$ cat config.mk
export PLATFORM = sky130hd
export DESIGN_NAME = core_clamp_seq
export DESIGN_NICKNAME = d
export VERILOG_FILES = /design/src/rtl/ccs_pkg.sv /design/src/rtl/ccs_hold_timer.sv /design/src/rtl/ccs_step_reg.sv /design/src/rtl/ccs_ctrl.sv /design/src/rtl/core_clamp_seq.sv
export SDC_FILE = /design/constraint.sdc
export NUM_CORES = 1
export LEC_CHECK = 0
export BUFFER_PORTS_ARGS = -buffer_cell sky130_fd_sc_hd__buf_2
export CAP_MARGIN = 25
export CORE_MARGIN = 2
export CORE_UTILIZATION = 45
export CTS_CLUSTER_SIZE = 24
export DETAILED_ROUTE_END_ITERATION = 8
export SLEW_MARGIN = 20
export SYNTH_ARGS = -nofsm -noshare
export SYNTH_HDL_FRONTEND = slang
export SYNTH_HIERARCHICAL = 1
export SYNTH_SLANG_ARGS = --single-unit
$ cat constraint.sdc
create_clock -name clk -period 6.7 [get_ports clk]
set_input_delay 1.34 -clock clk [delete_from_list [all_inputs] [get_ports clk]]
set_output_delay 1.34 -clock clk [all_outputs]
set_load 0.005 [all_outputs]
$ cat src/rtl/ccs_pkg.sv
package ccs_pkg;

    localparam int CLAMP_W   = 8;
    localparam int NUM_STEPS = 5;
    localparam int STEP_W    = $clog2(NUM_STEPS);

    typedef logic [CLAMP_W-1:0] clamp_t;
    typedef logic [STEP_W-1:0]  step_idx_t;

    localparam clamp_t CLAMP_OFF = 8'hFF;
    localparam clamp_t CLAMP_ON  = 8'h00;

    typedef enum logic [1:0] {
        ST_IDLE  = 2'd0,
        ST_OPEN  = 2'd1,
        ST_CLOSE = 2'd2
    } seq_state_e;

    typedef enum logic [1:0] {
        CMD_KEEP  = 2'd0,
        CMD_START = 2'd1,
        CMD_NEXT  = 2'd2,
        CMD_SHUT  = 2'd3
    } step_cmd_e;

    // Clamp code applied at each rung of the opening ladder.
    function automatic clamp_t ladder_code(input step_idx_t idx);
        clamp_t c;
        case (idx)
            3'd0:    c = 8'hFF;
            3'd1:    c = 8'hFE;
            3'd2:    c = 8'hF8;
            3'd3:    c = 8'hF0;
            3'd4:    c = 8'h00;
            default: c = CLAMP_OFF;
        endcase
        return c;
    endfunction

endpackage

$ cat src/rtl/ccs_hold_timer.sv
module ccs_hold_timer #(
    parameter int HOLD_CYC = 2500
) (
    input  logic clk,
    input  logic rst,
    input  logic clear,
    output logic last
);
    localparam int CNT_W = $clog2(HOLD_CYC) + 1;
    localparam logic [CNT_W-1:0] LAST_VAL = CNT_W'(HOLD_CYC - 1);

    logic [CNT_W-1:0] cnt_q;

    always_ff @(posedge clk) begin
        if (rst || clear) begin
            cnt_q <= '0;
        end else begin
            cnt_q <= cnt_q + 1'b1;
        end
    end

    assign last = (cnt_q == LAST_VAL);

endmodule

$ cat src/rtl/ccs_step_reg.sv
module ccs_step_reg
    import ccs_pkg::*;
(
    input  logic      clk,
    input  logic      rst,
    input  step_cmd_e cmd,
    output clamp_t    clamp,
    output logic      step_last,
    output logic      clamp_on
);
    step_idx_t idx_q;
    clamp_t    clamp_q;
    step_idx_t idx_nx;

    assign idx_nx = STEP_W'(idx_q + 1'b1);

    always_ff @(posedge clk) begin
        if (rst) begin
            idx_q   <= '0;
            clamp_q <= CLAMP_OFF;
        end else begin
            case (cmd)
                CMD_START: begin
                    idx_q   <= '0;
                    clamp_q <= ladder_code('0);
                end
                CMD_NEXT: begin
                    idx_q   <= idx_nx;
                    clamp_q <= ladder_code(idx_nx);
                end
                CMD_SHUT: begin
                    idx_q   <= '0;
                    clamp_q <= CLAMP_OFF;
                end
                default: begin
                    idx_q   <= idx_q;
                    clamp_q <= clamp_q;
                end
            endcase
        end
    end

    assign clamp     = clamp_q;
    assign step_last = (idx_q == STEP_W'(NUM_STEPS - 1));
    assign clamp_on  = (clamp_q == CLAMP_ON);

endmodule

$ cat src/rtl/ccs_ctrl.sv
module ccs_ctrl
    import ccs_pkg::*;
(
    input  logic      clk,
    input  logic      rst,
    input  logic      open_req,
    input  logic      close_req,
    input  logic      clamp_on,
    input  logic      hold_last,
    input  logic      step_last,
    output step_cmd_e cmd,
    output logic      hold_clear,
    output logic      busy,
    output logic      done
);
    seq_state_e state_q, state_d;
    logic       done_q, done_d;

    always_comb begin
        state_d    = state_q;
        cmd        = CMD_KEEP;
        done_d     = 1'b0;
        hold_clear = 1'b1;
        case (state_q)
            ST_IDLE: begin
                if (open_req) begin
                    if (clamp_on) begin
                        done_d = 1'b1;
                    end else begin
                        state_d = ST_OPEN;
                        cmd     = CMD_START;
                    end
                end else if (close_req) begin
                    state_d = ST_CLOSE;
                    cmd     = CMD_SHUT;
                end
            end
            ST_OPEN: begin
                hold_clear = hold_last;
                if (hold_last) begin
                    if (step_last) begin
                        state_d = ST_IDLE;
                        done_d  = 1'b1;
                    end else begin
                        cmd = CMD_NEXT;
                    end
                end
            end
            ST_CLOSE: begin
                hold_clear = hold_last;
                if (hold_last) begin
                    state_d = ST_IDLE;
                    done_d  = 1'b1;
                end
            end
            default: begin
                state_d = ST_IDLE;
            end
        endcase
    end

    always_ff @(posedge clk) begin
        if (rst) begin
            state_q <= ST_IDLE;
            done_q  <= 1'b0;
        end else begin
            state_q <= state_d;
            done_q  <= done_d;
        end
    end

    assign busy = (state_q != ST_IDLE);
    assign done = done_q;

endmodule

$ cat src/rtl/core_clamp_seq.sv
module core_clamp_seq
    import ccs_pkg::*;
#(
    parameter int CYC_PER_US = 250,
    parameter int HOLD_US    = 10
) (
    input  logic               clk,
    input  logic               rst,
    input  logic               open_req,
    input  logic               close_req,
    output logic               busy,
    output logic               done,
    output logic [CLAMP_W-1:0] clamp_code
);
    localparam int HOLD_CYC = CYC_PER_US * HOLD_US;

    step_cmd_e cmd;
    logic      hold_clear;
    logic      hold_last;
    logic      step_last;
    logic      clamp_on;
    clamp_t    clamp;

    ccs_ctrl u_ctrl (
        .clk        (clk),
        .rst        (rst),
        .open_req   (open_req),
        .close_req  (close_req),
        .clamp_on   (clamp_on),
        .hold_last  (hold_last),
        .step_last  (step_last),
        .cmd        (cmd),
        .hold_clear (hold_clear),
        .busy       (busy),
        .done       (done)
    );

    ccs_hold_timer #(
        .HOLD_CYC (HOLD_CYC)
    ) u_timer (
        .clk   (clk),
        .rst   (rst),
        .clear (hold_clear),
        .last  (hold_last)
    );

    ccs_step_reg u_steps (
        .clk       (clk),
        .rst       (rst),
        .cmd       (cmd),
        .clamp     (clamp),
        .step_last (step_last),
        .clamp_on  (clamp_on)
    );

    assign clamp_code = clamp;

endmodule

# Word level (Yosys, flattened, before mapping)

Cells that the tools add are included.

Register bits after elaboration: 27
Logic and storage cells: 54
Output and inout bits: 10
Bits of input ports: 4

Muxes and demuxes: 23
Equal/unequal tests: 16
Add/sub/neg operators: 2
Reduce and logical (&&, ||, !) cells: 8

Operators with widths:

| cell                                                              | count |
|---|---|
| 8-bit one-hot mux with 4 select lines                             | 1 |
| 2-bit two-way mux                                                 | 10 |
| 8-bit one-hot mux with 2 select lines                             | 1 |
| 13-bit by 1-bit adder with 13-bit output, second input constant   | 1 |
| 13-bit by 12-bit == test with 1-bit output, second input constant | 1 |
| 8-bit logical NOT                                                 | 1 |
| 1-bit two-way mux                                                 | 7 |
| 2-bit == test, second input constant                              | 3 |
| 3-bit by 2-bit == test with 1-bit output, second input constant   | 2 |
| 3-bit == test, second input constant                              | 2 |
| 2-bit != test, second input constant                              | 3 |
| 3-bit != test, second input constant                              | 2 |
| 2-bit one-hot mux with 3 select lines                             | 1 |
| 3-bit one-hot mux with 2 select lines                             | 1 |
| 5-bit AND reduction                                               | 1 |
| 2-bit by 1-bit == test with 1-bit output, second input constant   | 2 |
| 2-bit one-hot mux with 2 select lines                             | 1 |
| 2-bit nonzero test                                                | 2 |
| 2-bit OR reduction                                                | 2 |
| 3-bit by 1-bit adder with 3-bit output, second input constant     | 1 |
| 3-bit by 1-bit == test with 1-bit output, second input constant   | 1 |
| 1-bit one-hot mux with 3 select lines                             | 1 |
| 2-bit logical NOT                                                 | 1 |
| 1-bit logical OR                                                  | 1 |

# Depth between registers and ports, before layout

Depth after elaboration: 7
Mapped depth: 11
Mapped depth without buffers: 10

# Hierarchy

Netlist, hierarchy kept.

Modules (own cells, without submodules):

| module         | times used | cells an instance | area an instance (sq um) |
|---|---|---|---|
| ccs_hold_timer | 1          | 65                | 575.6 |
| ccs_step_reg   | 1          | 47                | 437.9 |
| ccs_ctrl       | 1          | 33                | 287.8 |

# Worst setup path after synthesis

Ideal clock, no wire load.

Kind: input to register
Start point: input open_req
End point: register u_steps.clamp_q[2], in the netlist u_steps/clamp[2]
Data required time: 6.573 ns
Path buffers: 1
Slack: 4.245 ns
Arrival: 2.328 ns
Setup time: 0.127 ns
Stages: 7
Cell sequence: nand2b_4 > a21oi_1 > o21bai_1 > buf_2 > nor2_1 > a221oi_1 > o21ai_1

Longest elaborated chain between the ends: 5

Ends and longest elaborated chain:

| what                                                                        | line                 | RTL |
|---|---|---|
| start, declared                                                             | core_clamp_seq.sv:9  | `input logic open_req,` |
| 2-bit two-way mux *                                                         | ccs_ctrl.sv:26       | `if (open_req) begin` |
| 2-bit one-hot mux with 2 select lines *                                     | ccs_ctrl.sv:24       | `case (state_q)` |
| via cmd[1]                                                                  | core_clamp_seq.sv:17 | `step_cmd_e cmd;` |
| 2-bit by 1-bit == test with 1-bit output or 2-bit == test (tied branches)   | ccs_step_reg.sv:22   | `case (cmd)` |
| 2-bit OR reduction (no source line)                                         | n/a                  |  |
| 8-bit one-hot mux with 2 select lines or 2-bit nonzero test (tied branches) | n/a                  |  |
| end signal, assigned                                                        | ccs_step_reg.sv:25   | `clamp_q <= ladder_code('0);` |
| end signal, assigned                                                        | ccs_step_reg.sv:29   | `clamp_q <= ladder_code(idx_nx);` |
| end signal, assigned                                                        | ccs_step_reg.sv:37   | `clamp_q <= clamp_q;` |
| end, declared                                                               | ccs_step_reg.sv:12   | `clamp_t clamp_q;` |

Mark *: on every way through the listed nets, which the timed path passes. The rest lies on a longest branch.
A chain may end at the register's enable or synchronous reset.

# Worst setup path in the final report

Start point: register u_timer.cnt_q[0]
End point: register u_steps.clamp_q[2], in the netlist u_steps/clamp[2]

Longest elaborated chain between the ends: 6

Ends and longest elaborated chain:

| what                                                                        | line                 | RTL |
|---|---|---|
| start, declared                                                             | ccs_hold_timer.sv:12 | `logic [CNT_W-1:0] cnt_q;` |
| start signal, assigned                                                      | ccs_hold_timer.sv:18 | `cnt_q <= cnt_q + 1'b1;` |
| 13-bit by 12-bit == test with 1-bit output *                                | ccs_hold_timer.sv:22 | `assign last = (cnt_q == LAST_VAL);` |
| via hold_last                                                               | core_clamp_seq.sv:19 | `logic hold_last;` |
| 2-bit two-way mux *                                                         | ccs_ctrl.sv:40       | `if (hold_last) begin` |
| 2-bit one-hot mux with 2 select lines *                                     | ccs_ctrl.sv:24       |  |
| via cmd[1]                                                                  | core_clamp_seq.sv:17 |  |
| 2-bit by 1-bit == test with 1-bit output or 2-bit == test (tied branches)   | ccs_step_reg.sv:22   |  |
| 2-bit OR reduction (no source line)                                         | n/a                  |  |
| 8-bit one-hot mux with 2 select lines or 2-bit nonzero test (tied branches) | n/a                  |  |

Marked as above.

==> impl_metrics.py <==
metrics = {
    "status": {
        "status": "finished, final reports clean",
    },
    "timing": {
        "setup-violations-final": 0,
        "fin_ws_ns": 3.88,
        "maxSlewHeadroom_pct": 40.6,
        "rsz0062_at_grt": "false",
        "final_hold_viol_count": 0,
        "fin_skew_ns": 0.00196,
        "final.setup.tns_ns": 0,
        "slew_violations": 0,
        "fmax_mhz": 354,
        "min_period_ns": 2.82,
        "tightest_slew_ns": 0.889,
        "finalCritPeriodShare_pct": 42.2,
    },
    "clock_network": {
        "cts.reportedPaths.clkPinSlew_ns": 0.12,
        "post-cts-setup-buffer-count": 0,
        "cts_tree": "yes",
        "holdBufCountCts": 0,
        "clk_latency_ns": 0.31,
        "clk_path_buf_depth": 2,
        "cts_resized": 0,
        "cts_buffers": 3,
        "clock-sinks": 23,
        "htreeDepth": 1,
        "clockRootBuffer": "clkbuf_4",
    },
    "grt": {
        "grt_pass1_wl_um": 4110,
        "grt_antenna_before_repair": 0,
        "grt_overflow": 0,
        "grt_pass1_vias": 1023,
        "grt.total_usage_pct": 15.6,
        "grt_max_degree": 15,
    },
    "route": {
        "ant_nets": 0,
        "first_pass_iters": 5,
        "finalWirelength_um": 2360,
        "avgViaCountPerCell": 5.66,
        "drt_iter0_drc": 51,
        "wire_per_inst_um": 12.7,
        "num_vias": 1052,
        "drc": 0,
    },
    "logic_synthesis": {
        "synthCells": 145,
        "synth_edf_count": 0,
        "syn-num-nets": 160,
        "synth-async-reset-ratio_pct": 0,
        "ys_warn_count": 6,
        "avgSynthCellArea_sq_um": 8.97,
        "yosys-top-cells-area": "dfxtp_1 (35%), ha_1 (11%), a21oi_1 (3.5%)",
        "synth.distinct_cells": 42,
        "mappedNetlistArea_sq_um": 1300,
        "synth_ff_type": "dfxtp_1",
        "seq_area_frac_synth_pct": 35.4,
        "synth_seq_cells": 23,
        "synth_top_area_share_pct": 35.4,
        "synth.largest_area_cell": "dfxtp_1",
    },
    "final_layout": {
        "drive_gt1_share_pct": 16.1,
        "synthToLayoutAreaGrowth_pct": 6.44,
        "design_area_sq_um": 1390,
        "nets": 171,
        "num_antenna_cells": 0,
    },
    "floorplan": {
        "ios": 14,
        "start_util_pct": 47.2,
        "core_area_sq_um": 2760,
        "die_area_sq_um": 3340,
        "die_width_um": 57.8,
        "row_count": 19,
        "die_y_um": 57.8,
    },
    "worst_setup_path": {
        "arrival_ns": 3.02,
        "worstSetupEndpointType": "flop",
        "required_ns": 6.90,
        "path_cells": "ha_1, inv_1, nor4_1, and4b_1, nand3b_1, o21bai_1, nor2_1, a221oi_1, o21ai_1",
        "critPathSlowestCell": "o21bai_1",
        "critical_path.startpoint_type": "flop",
        "max_stage_delay_ns": 0.71,
        "path_max_fanout": 11,
        "crit_type": "reg2reg",
    },
    "placed_design": {
        "placed_cell_area_sq_um": 1360,
        "hpwl_um": 1770,
        "numPortBuffers": 13,
        "routabilityCongestion": 0.801,
        "pre_cts_ws_ns": 3.91,
    },
    "pwr": {
        "ir_worst_vdd_uv": 98.1,
        "p_leak_uw": 0.000527,
        "power_density_nw_per_um2": 179,
    },
    "job": {
        "cap_violations": 0,
    },
    "worst_hold_path": {
        "hp-class": "reg2reg",
    },
}
## synth_stat cells (2+ instances only)
cell      count
a21o_1        2
a21oi_1       9
buf_4         5
dfxtp_1      23
ha_1         11
inv_1        10
nand2_1       2
nand2b_1      5
nand3_1       6
nand4_1       3
nor2_1       12
nor3_1        2
nor4_1        3
o21ai_0       7
o31ai_1       4
o32ai_1       2
or2_2         3
or3_1         4
or4_1         4
xnor2_1       3
xor2_1        4
## worst paths after layout
path | endpoint | start | slack, ns | cells past startpoint
setup / recovery | u_steps/clamp[2]$_SDFFE_PP1P_ | u_timer/cnt_q[0]$_SDFF_PP0_ | 3.88 | 9
hold / removal | u_timer/cnt_q[12]$_SDFF_PP0_ | u_timer/cnt_q[12]$_SDFF_PP0_ | 0.49 | 2
setup reg to reg | u_steps/clamp[2]$_SDFFE_PP1P_ | u_timer/cnt_q[0]$_SDFF_PP0_ | 3.88 | 9
hold reg to reg | u_timer/cnt_q[12]$_SDFF_PP0_ | u_timer/cnt_q[12]$_SDFF_PP0_ | 0.49 | 2
## metal layers
metal	vias to the layer above	wire length [um]	track usage (%)
met5	-	0	0
met4	0	31	9.63
met3	4	97	4.24
met2	25	1130	26.0
met1	482	1100	17.8
li1	541	-	-
## state kept, by name (all words and copies together), names as in the netlist
name,flops
u_timer/cnt_q,13
u_steps/idx_q,3
u_ctrl/state_q,2
u_ctrl/done,1
u_steps/clamp,4
## kinds of logic after synthesis
logic type	after synthesis	synth area share, %
adders and majority gates	11	10.6
and+or+nand+nor	52	23.5
AOI/OAI and AO/OA	33	17.5
buffers and inverters	17	6.44
DFF	23	35.4
xor gates and xnor gates	7	4.71
muxes	2	1.92
## area by class of cell
type	count	area (sq um)
Tap cell	31	38.8
Clock buffer	4	26.3
Inverter	10	37.5
Multi-Input combinational cell	105	757
Fill cell	275	1370
Sequential cell	23	460
Timing Repair Buffer	13	65.1
## metrics by stage
step           power (uW)  utilization, %  std cells  hold WS [ns]
2_1_floorplan         178               -        145         0.442
3_3_place_gp          187            49.3        182         0.459
3_5_place_dp          188            49.3        182         0.479
4_1_cts               252            50.2        186         0.498
5_1_grt               265            50.2        186         0.532
6_report              248            50.2        186         0.492
## worst max-delay path: cells and delay by family (launching register included)
kind                       cells  cell delay (ns)
adders and majority gates      1             0.26
DFF                            1             0.42
buffers and inverters          1             0.12
AOI/OAI and AO/OA              3             1.14
and+or+nand+nor                4             0.77
## cell usage in the layout (no fill, tap or decap), drive strengths merged, types with 2 or more instances in the layout
cell type | synthesis | layout
a21oi | 9 | 9
o21ai | 8 | 8
or2 | 4 | 4
or4 | 4 | 4
o31ai | 4 | 4
nor2 | 12 | 12
clkbuf | 1 | 4
ha | 11 | 11
nand3 | 6 | 6
a21o | 2 | 2
or3 | 4 | 4
nor4 | 3 | 3
nand2 | 2 | 2
nand4 | 4 | 4
xnor2 | 3 | 3
dfxtp | 23 | 23
nor3 | 2 | 2
xor2 | 4 | 4
nand2b | 6 | 6
inv | 10 | 10
buf | 6 | 13
o32ai | 2 | 2
## where the power goes
part           internal (uW)  leakage, uW  switching (uW)  total (uW)
sequential               141     0.000186            4.50         145
clock                   23.2    0.0000150            40.7        63.9
combinational           16.6     0.000326            22.8        39.4
total                    180     0.000527            68.0         248
No activity file was read; power rests on OpenSTA's default activity.
